### src/rtl/cfg_guard_pkg.sv
package cfg_guard_pkg;

  localparam logic [1:0] KIND_CTL = 2'd0;
  localparam logic [1:0] KIND_MEM = 2'd1;

  localparam logic [7:0] BYTE_ARM   = 8'h02;
  localparam logic [7:0] BYTE_ARM2  = 8'h06;

  // strobes from the transaction control to the latch/field datapath
  typedef struct packed {
    logic       ackStb;
    logic       ackNak;
    logic       setWr;
    logic       setReg;
    logic       clrReg;
    logic       commit;
    logic [1:0] newWdog;
    logic [1:0] newDly;
  } guardStrb_t;

endpackage

### src/rtl/cfg_guard_ctrl.sv
module cfg_guard_ctrl
  import cfg_guard_pkg::*;
#(
  parameter int ADDR_W = 9
) (
  input  logic              clk,
  input  logic              rst_n,
  input  logic              txStart,
  input  logic [1:0]        txKind,
  input  logic [ADDR_W-1:0] txAddr,
  input  logic              byteValid,
  input  logic [7:0]        byteData,
  input  logic              txStop,
  input  logic              protEn,
  input  logic              wrEnable,
  input  logic              regEnable,
  input  logic              busy,
  output guardStrb_t        strb,
  output logic              memWe,
  output logic [ADDR_W-1:0] memAddr,
  output logic [7:0]        memData
);

  logic              inTx;
  logic [1:0]        kindQ;
  logic              blockedQ;
  logic [1:0]        byteCnt;
  logic [7:0]        pendQ;
  logic [ADDR_W-1:0] addrQ;

  logic isCtl, isMem, isWrite, byteHit, protHit, memWrNext, formOk;

  assign isCtl     = (kindQ == KIND_CTL);
  assign isMem     = (kindQ == KIND_MEM);
  assign isWrite   = isCtl || isMem;
  assign byteHit   = inTx && byteValid && isWrite;
  assign protHit   = protEn && addrQ[ADDR_W-1];
  assign memWrNext = byteHit && isMem && !blockedQ && !protHit;
  assign formOk    = (pendQ[4:3] == 2'b00) && pendQ[1];

  always_comb begin
    strb         = '0;
    strb.newWdog = pendQ[6:5];
    strb.newDly  = {pendQ[7], pendQ[0]};
    if (byteHit) begin
      strb.ackStb = 1'b1;
      if (blockedQ)   strb.ackNak = 1'b1;
      else if (isCtl) strb.ackNak = (byteCnt != 2'd0);
      else if (protHit) strb.clrReg = 1'b1;
    end
    if (inTx && txStop && isCtl && !blockedQ && byteCnt == 2'd1) begin
      if (regEnable) begin
        if (formOk && !pendQ[2]) strb.commit = 1'b1;
      end else if (pendQ == BYTE_ARM) begin
        strb.setWr = 1'b1;
      end else if (pendQ == BYTE_ARM2 && wrEnable) begin
        strb.setReg = 1'b1;
      end
    end
  end

  always_ff @(posedge clk or negedge rst_n) begin
    if (!rst_n) begin
      inTx     <= 1'b0;
      kindQ    <= 2'd2;
      blockedQ <= 1'b0;
      byteCnt  <= 2'd0;
      pendQ    <= 8'h00;
      addrQ    <= '0;
    end else if (txStart) begin
      inTx     <= 1'b1;
      kindQ    <= txKind;
      blockedQ <= busy && (txKind == KIND_CTL || txKind == KIND_MEM);
      byteCnt  <= 2'd0;
      addrQ    <= txAddr;
    end else if (txStop) begin
      inTx <= 1'b0;
    end else if (inTx && byteValid) begin
      if (byteCnt != 2'd2) byteCnt <= byteCnt + 2'd1;
      if (byteCnt == 2'd0) pendQ <= byteData;
      if (isMem) addrQ <= addrQ + ADDR_W'(1);
    end
  end

  always_ff @(posedge clk or negedge rst_n) begin
    if (!rst_n) begin
      memWe   <= 1'b0;
      memAddr <= '0;
      memData <= 8'h00;
    end else begin
      memWe <= memWrNext;
      if (memWrNext) begin
        memAddr <= addrQ;
        memData <= byteData;
      end
    end
  end

endmodule

### src/rtl/cfg_guard_dp.sv
module cfg_guard_dp
  import cfg_guard_pkg::*;
#(
  parameter int         COMMIT_CYCLES = 16,
  parameter logic [1:0] WDOG_INIT     = 2'b00,
  parameter logic [1:0] DLY_INIT      = 2'b00
) (
  input  logic       clk,
  input  logic       rst_n,
  input  guardStrb_t strb,
  output logic       wrEnable,
  output logic       regEnable,
  output logic       busy,
  output logic [1:0] wdogSel,
  output logic [1:0] dlySel,
  output logic       ackValid,
  output logic       ackNak
);

  localparam int CNT_W = $clog2(COMMIT_CYCLES + 1);

  logic [CNT_W-1:0] cnt;

  assign busy = (cnt != '0);

  always_ff @(posedge clk or negedge rst_n) begin
    if (!rst_n) begin
      wrEnable  <= 1'b0;
      regEnable <= 1'b0;
      wdogSel   <= WDOG_INIT;
      dlySel    <= DLY_INIT;
      cnt       <= '0;
      ackValid  <= 1'b0;
      ackNak    <= 1'b0;
    end else begin
      ackValid <= strb.ackStb;
      ackNak   <= strb.ackStb && strb.ackNak;
      if (strb.setWr || strb.setReg) wrEnable <= 1'b1;
      if (strb.clrReg || strb.commit) regEnable <= 1'b0;
      else if (strb.setReg)           regEnable <= 1'b1;
      if (strb.commit) begin
        wdogSel <= strb.newWdog;
        dlySel  <= strb.newDly;
        cnt     <= CNT_W'(COMMIT_CYCLES);
      end else if (cnt != '0) begin
        cnt <= cnt - CNT_W'(1);
      end
    end
  end

endmodule

### src/rtl/cfg_guard.sv
module cfg_guard
  import cfg_guard_pkg::*;
#(
  parameter int         ADDR_W        = 9,
  parameter int         COMMIT_CYCLES = 16,
  parameter logic [1:0] WDOG_INIT     = 2'b00,
  parameter logic [1:0] DLY_INIT      = 2'b00
) (
  input  logic              clk,
  input  logic              rst_n,
  input  logic              txStart,
  input  logic [1:0]        txKind,
  input  logic [ADDR_W-1:0] txAddr,
  input  logic              byteValid,
  input  logic [7:0]        byteData,
  input  logic              txStop,
  input  logic              protEn,
  output logic              ackValid,
  output logic              ackNak,
  output logic              busy,
  output logic              wrEnable,
  output logic              regEnable,
  output logic [1:0]        wdogSel,
  output logic [1:0]        dlySel,
  output logic              memWe,
  output logic [ADDR_W-1:0] memAddr,
  output logic [7:0]        memData
);

  guardStrb_t strb;

  cfg_guard_ctrl #(.ADDR_W(ADDR_W)) u_ctrl (
    .clk(clk), .rst_n(rst_n), .txStart(txStart), .txKind(txKind),
    .txAddr(txAddr), .byteValid(byteValid), .byteData(byteData),
    .txStop(txStop), .protEn(protEn), .wrEnable(wrEnable),
    .regEnable(regEnable), .busy(busy), .strb(strb),
    .memWe(memWe), .memAddr(memAddr), .memData(memData)
  );

  cfg_guard_dp #(
    .COMMIT_CYCLES(COMMIT_CYCLES), .WDOG_INIT(WDOG_INIT), .DLY_INIT(DLY_INIT)
  ) u_dp (
    .clk(clk), .rst_n(rst_n), .strb(strb), .wrEnable(wrEnable),
    .regEnable(regEnable), .busy(busy), .wdogSel(wdogSel), .dlySel(dlySel),
    .ackValid(ackValid), .ackNak(ackNak)
  );

endmodule

### config.mk
export PLATFORM = sky130hd
export DESIGN_NAME = cfg_guard
export DESIGN_NICKNAME = d
export VERILOG_FILES = /design/src/rtl/cfg_guard_pkg.sv /design/src/rtl/cfg_guard_ctrl.sv /design/src/rtl/cfg_guard_dp.sv /design/src/rtl/cfg_guard.sv
export SDC_FILE = /design/constraint.sdc
export NUM_CORES = 1
export LEC_CHECK = 0
export ABC_AREA = 1
export BUFFER_PORTS_ARGS = -buffer_cell sky130_fd_sc_hd__buf_2
export CORE_MARGIN = 1.5
export CORE_UTILIZATION = 42
export CTS_BUF_LIST = sky130_fd_sc_hd__clkbuf_4
export CTS_CLUSTER_DIAMETER = 200
export DETAILED_ROUTE_END_ITERATION = 16
export SYNTH_ARGS = -nofsm -noshare
export SYNTH_HDL_FRONTEND = slang
export SYNTH_HIERARCHICAL = 1
export SYNTH_SLANG_ARGS = --single-unit
### constraint.sdc
create_clock -name clk -period 2.1 [get_ports clk]
set_clock_uncertainty 0.1 [all_clocks]
set_input_delay 0.42 -clock clk [delete_from_list [all_inputs] [get_ports clk]]
set_output_delay 0.42 -clock clk [all_outputs]
set_load 0.02 [all_outputs]
==> results.toml <==
[critical_path]
required_ns = 1.58
timing.critical_path.fanout_max = 7
setup.worst_path.class = "reg -> out"
critPathLaunchType = "register"
cp_data_arrival_time_ns = 1.45
type_of_element_capturing_the_critical_path = "primary output"

[synth]
synth-warning-count = 6
synth.cell_area_um2 = 2725
syn_avg_cell_area_um2 = 8.334
post_synth_inst_count = 327
net_count_after_synthesis = 357
postSynthRegisterBits = 54
unique_masters_post_synth = 29
synth_sequential_area_ratio_pct = 49.63

[power]
leakage_power_total_uw = 0.001684
irDropWorstVdd_v = 0.0003511
pwr_density_cell_nw_per_um2 = 812.3
total_power_uw = 2503

[cells_and_area]
finish.net_count = 406
insertedDiodeCount = 0
area_growth_from_synthesis_to_final_layout_pct = 13.09
fill_cells = 645
multi_input_comb_area_um2 = 1116
drive_above_1_share_pct = 26.26
final_common_cell = "sky130_fd_sc_hd__nand2_1"
layout_common_cells = "sky130_fd_sc_hd__nand2_1, sky130_fd_sc_hd__dfrtp_1, sky130_fd_sc_hd__buf_2"
seq_area_um2 = 1353

[floorplan]
initial_utilization_pct = 43.16
fp.dieArea_um2 = 6981
number_of_top_level_design_ports = 52
placement_rows = 29
fp.coreArea_um2 = 6314
die_height_um = 83.55
die_w_um = 83.55

[timing]
rsz_0062_raised_after_global_routing = "false"
tmin_final_ns = 1.971
max_transition_viols_final = 0
hold_violation_total_from_the_final_report = 0
post-route-worst-setup-slack_ns = 0.1295
tightest_slew_ns = 0.6168
highest_clock_rate_ghz = 0.5075
report.final.setup_viol = 0
hold_slack_ns = 0.1392
slew_headroom_pct = 58.84
fin_crit_sh_pct = 93.83
finalSetupTns_ns = 0

[clock_tree]
clkTransAtPathRegs_ns = 0.16
cts.htree.levels = 2
cts.sink_count = 54
cts_tree = "done"
clk-insertion-delay-late_ns = 0.37
clock_path_buffers = 2
post-cts-setup-buffer-count = 0
clock_tree.root_cell = "sky130_fd_sc_hd__clkbuf_4"
cts_made_buffers = 5

[route]
routed_wirelength_mm = 5.273
ant_nets = 0
routed-via-count = 2147
drt-pass1-iter-count = 4
post_dr_vias_cell = 4.729
routedWlPerCell_um = 11.61
post-route-drc-count = 0
drc_marker_count_from_the_first_detailed_route_iteration = 127

[place]
dp_hpwl_mm = 3.843
pre_cts_slack_ns = 0.3087
place.port_buffers = 51
gpl.final_weighted_congestion = 0.8386

[global_routing]
antenna_found_initial = 0
largest_net_degree_at_the_start_of_global_routing = 55
via_count_of_the_first_global_routing_pass = 2002
grt.total_usage_pct = 16.04
grt_first_pass_wirelength_mm = 9.080
grt_overflow_total = 0

[status]
outcome = "complete, no violations"

[hold_path]
hp-class = "in -> reg"

[run]
drv_cap = 0
==> report_power, final <==
group | total, µW | internal [µW] | switching (µW)
registers | 1350 | 1220 | 128
logic | 690 | 254 | 436
clock network | 465 | 131 | 334
==> what timing repair did <==
item | in CTS | in global routing
resized for setup | 0 | 1
endpoints found under the setup margin | 0 | 1
hold buffers | 1 | 0
endpoints found under the hold margin | 53 | 0
==> final timing paths <==
path	from	endpoint	slack (ns)	cells past startpoint
worst max-delay path	u_dp/cnt[0]	busy	0.13	4
worst min-delay path	txKind[0]	u_ctrl/kindQ[0]	0.14	3
worst max register to register	u_ctrl/byteCnt[1]	u_dp/cnt[0]	0.45	10
worst min register to register	u_dp/wdogSel[0]	u_dp/wdogSel[0]	0.39	2
max in group asynchronous	rst_n	u_ctrl/kindQ[1]	1.16	3
min in group asynchronous	rst_n	u_dp/wrEnable	0.45	3
==> synthesized netlist by cell type, drive strengths merged <==
master  count  area share [%]
nand2     106              15
dfrtp      53              49
inv        42             5.8
nor2       33             5.5
o21ai      31             8.0
nand3      22             5.4
buf        11             3.4
ha          5             2.3
nor3        5            0.92
a21oi       4            0.73
nand4       4            0.92
or2         3            0.69
clkbuf      2            0.32
a211oi      1            0.28
dfstp       1            0.96
nand3b      1            0.28
nor4        1            0.23
or3         1            0.23
xor2        1            0.32
==> cell type report <==
cell class / instances / area share [%]
timing repair buffer: 55 / 9.744
clock inverter: 3 / 0.6902
multi-input combinational: 218 / 36.22
sequential: 54 / 43.89
clock buffer: 5 / 1.218
inverter: 42 / 5.116
tap: 77 / 3.126
==> per-stage QoR <==
step	area, µm²	utilization, %	std cells
after floorplan	2725	-	327
after global placement	3010	47.68	445
after detailed placement	3010	47.68	445
after CTS	3079	48.77	454
after global routing	3082	48.81	454
final	3082	48.81	454
==> worst max-delay path, cell delays in order, from the launching register on <==
cell                      delay, ns
sky130_fd_sc_hd__dfrtp_1       0.40
sky130_fd_sc_hd__inv_1         0.11
sky130_fd_sc_hd__ha_2          0.24
sky130_fd_sc_hd__nand3_4       0.14
sky130_fd_sc_hd__buf_2         0.19
==> cells by family (layout without fill, tap and decap cells) <==
group	Yosys count	count (layout)	synth area share (%)
buf+inv	55	105	9.504
simple gates	176	176	29.20
xor+xnor	1	1	0.3215
compound gates	36	36	9.045
flops	54	54	49.63
fa+ha+maj	5	5	2.296
==> routing by layer <==
| layer | global-route usage (%) | routed length (µm) | part of all wire (%) |
|---|---|---|---|
| met1 | 22.73 | 2645 | 50 |
| met2 | 24.98 | 2386 | 45 |
| met3 | 3.462 | 179 | 3.4 |
| met4 | 4.471 | 61 | 1.2 |
| met5 | 0 | 0 | 0 |
==> registers in the layout (all words and copies together) (netlist names), 2 cells and up <==
register / count
u_ctrl/pendQ: 8
u_ctrl/byteCnt: 2
u_dp/cnt: 5
u_ctrl/memAddr: 9
u_ctrl/kindQ: 2
u_dp/wdogSel: 2
u_ctrl/memData: 8
u_dp/dlySel: 2
u_ctrl/addrQ: 9
Note: power is estimated with default switching activity, not from simulation.
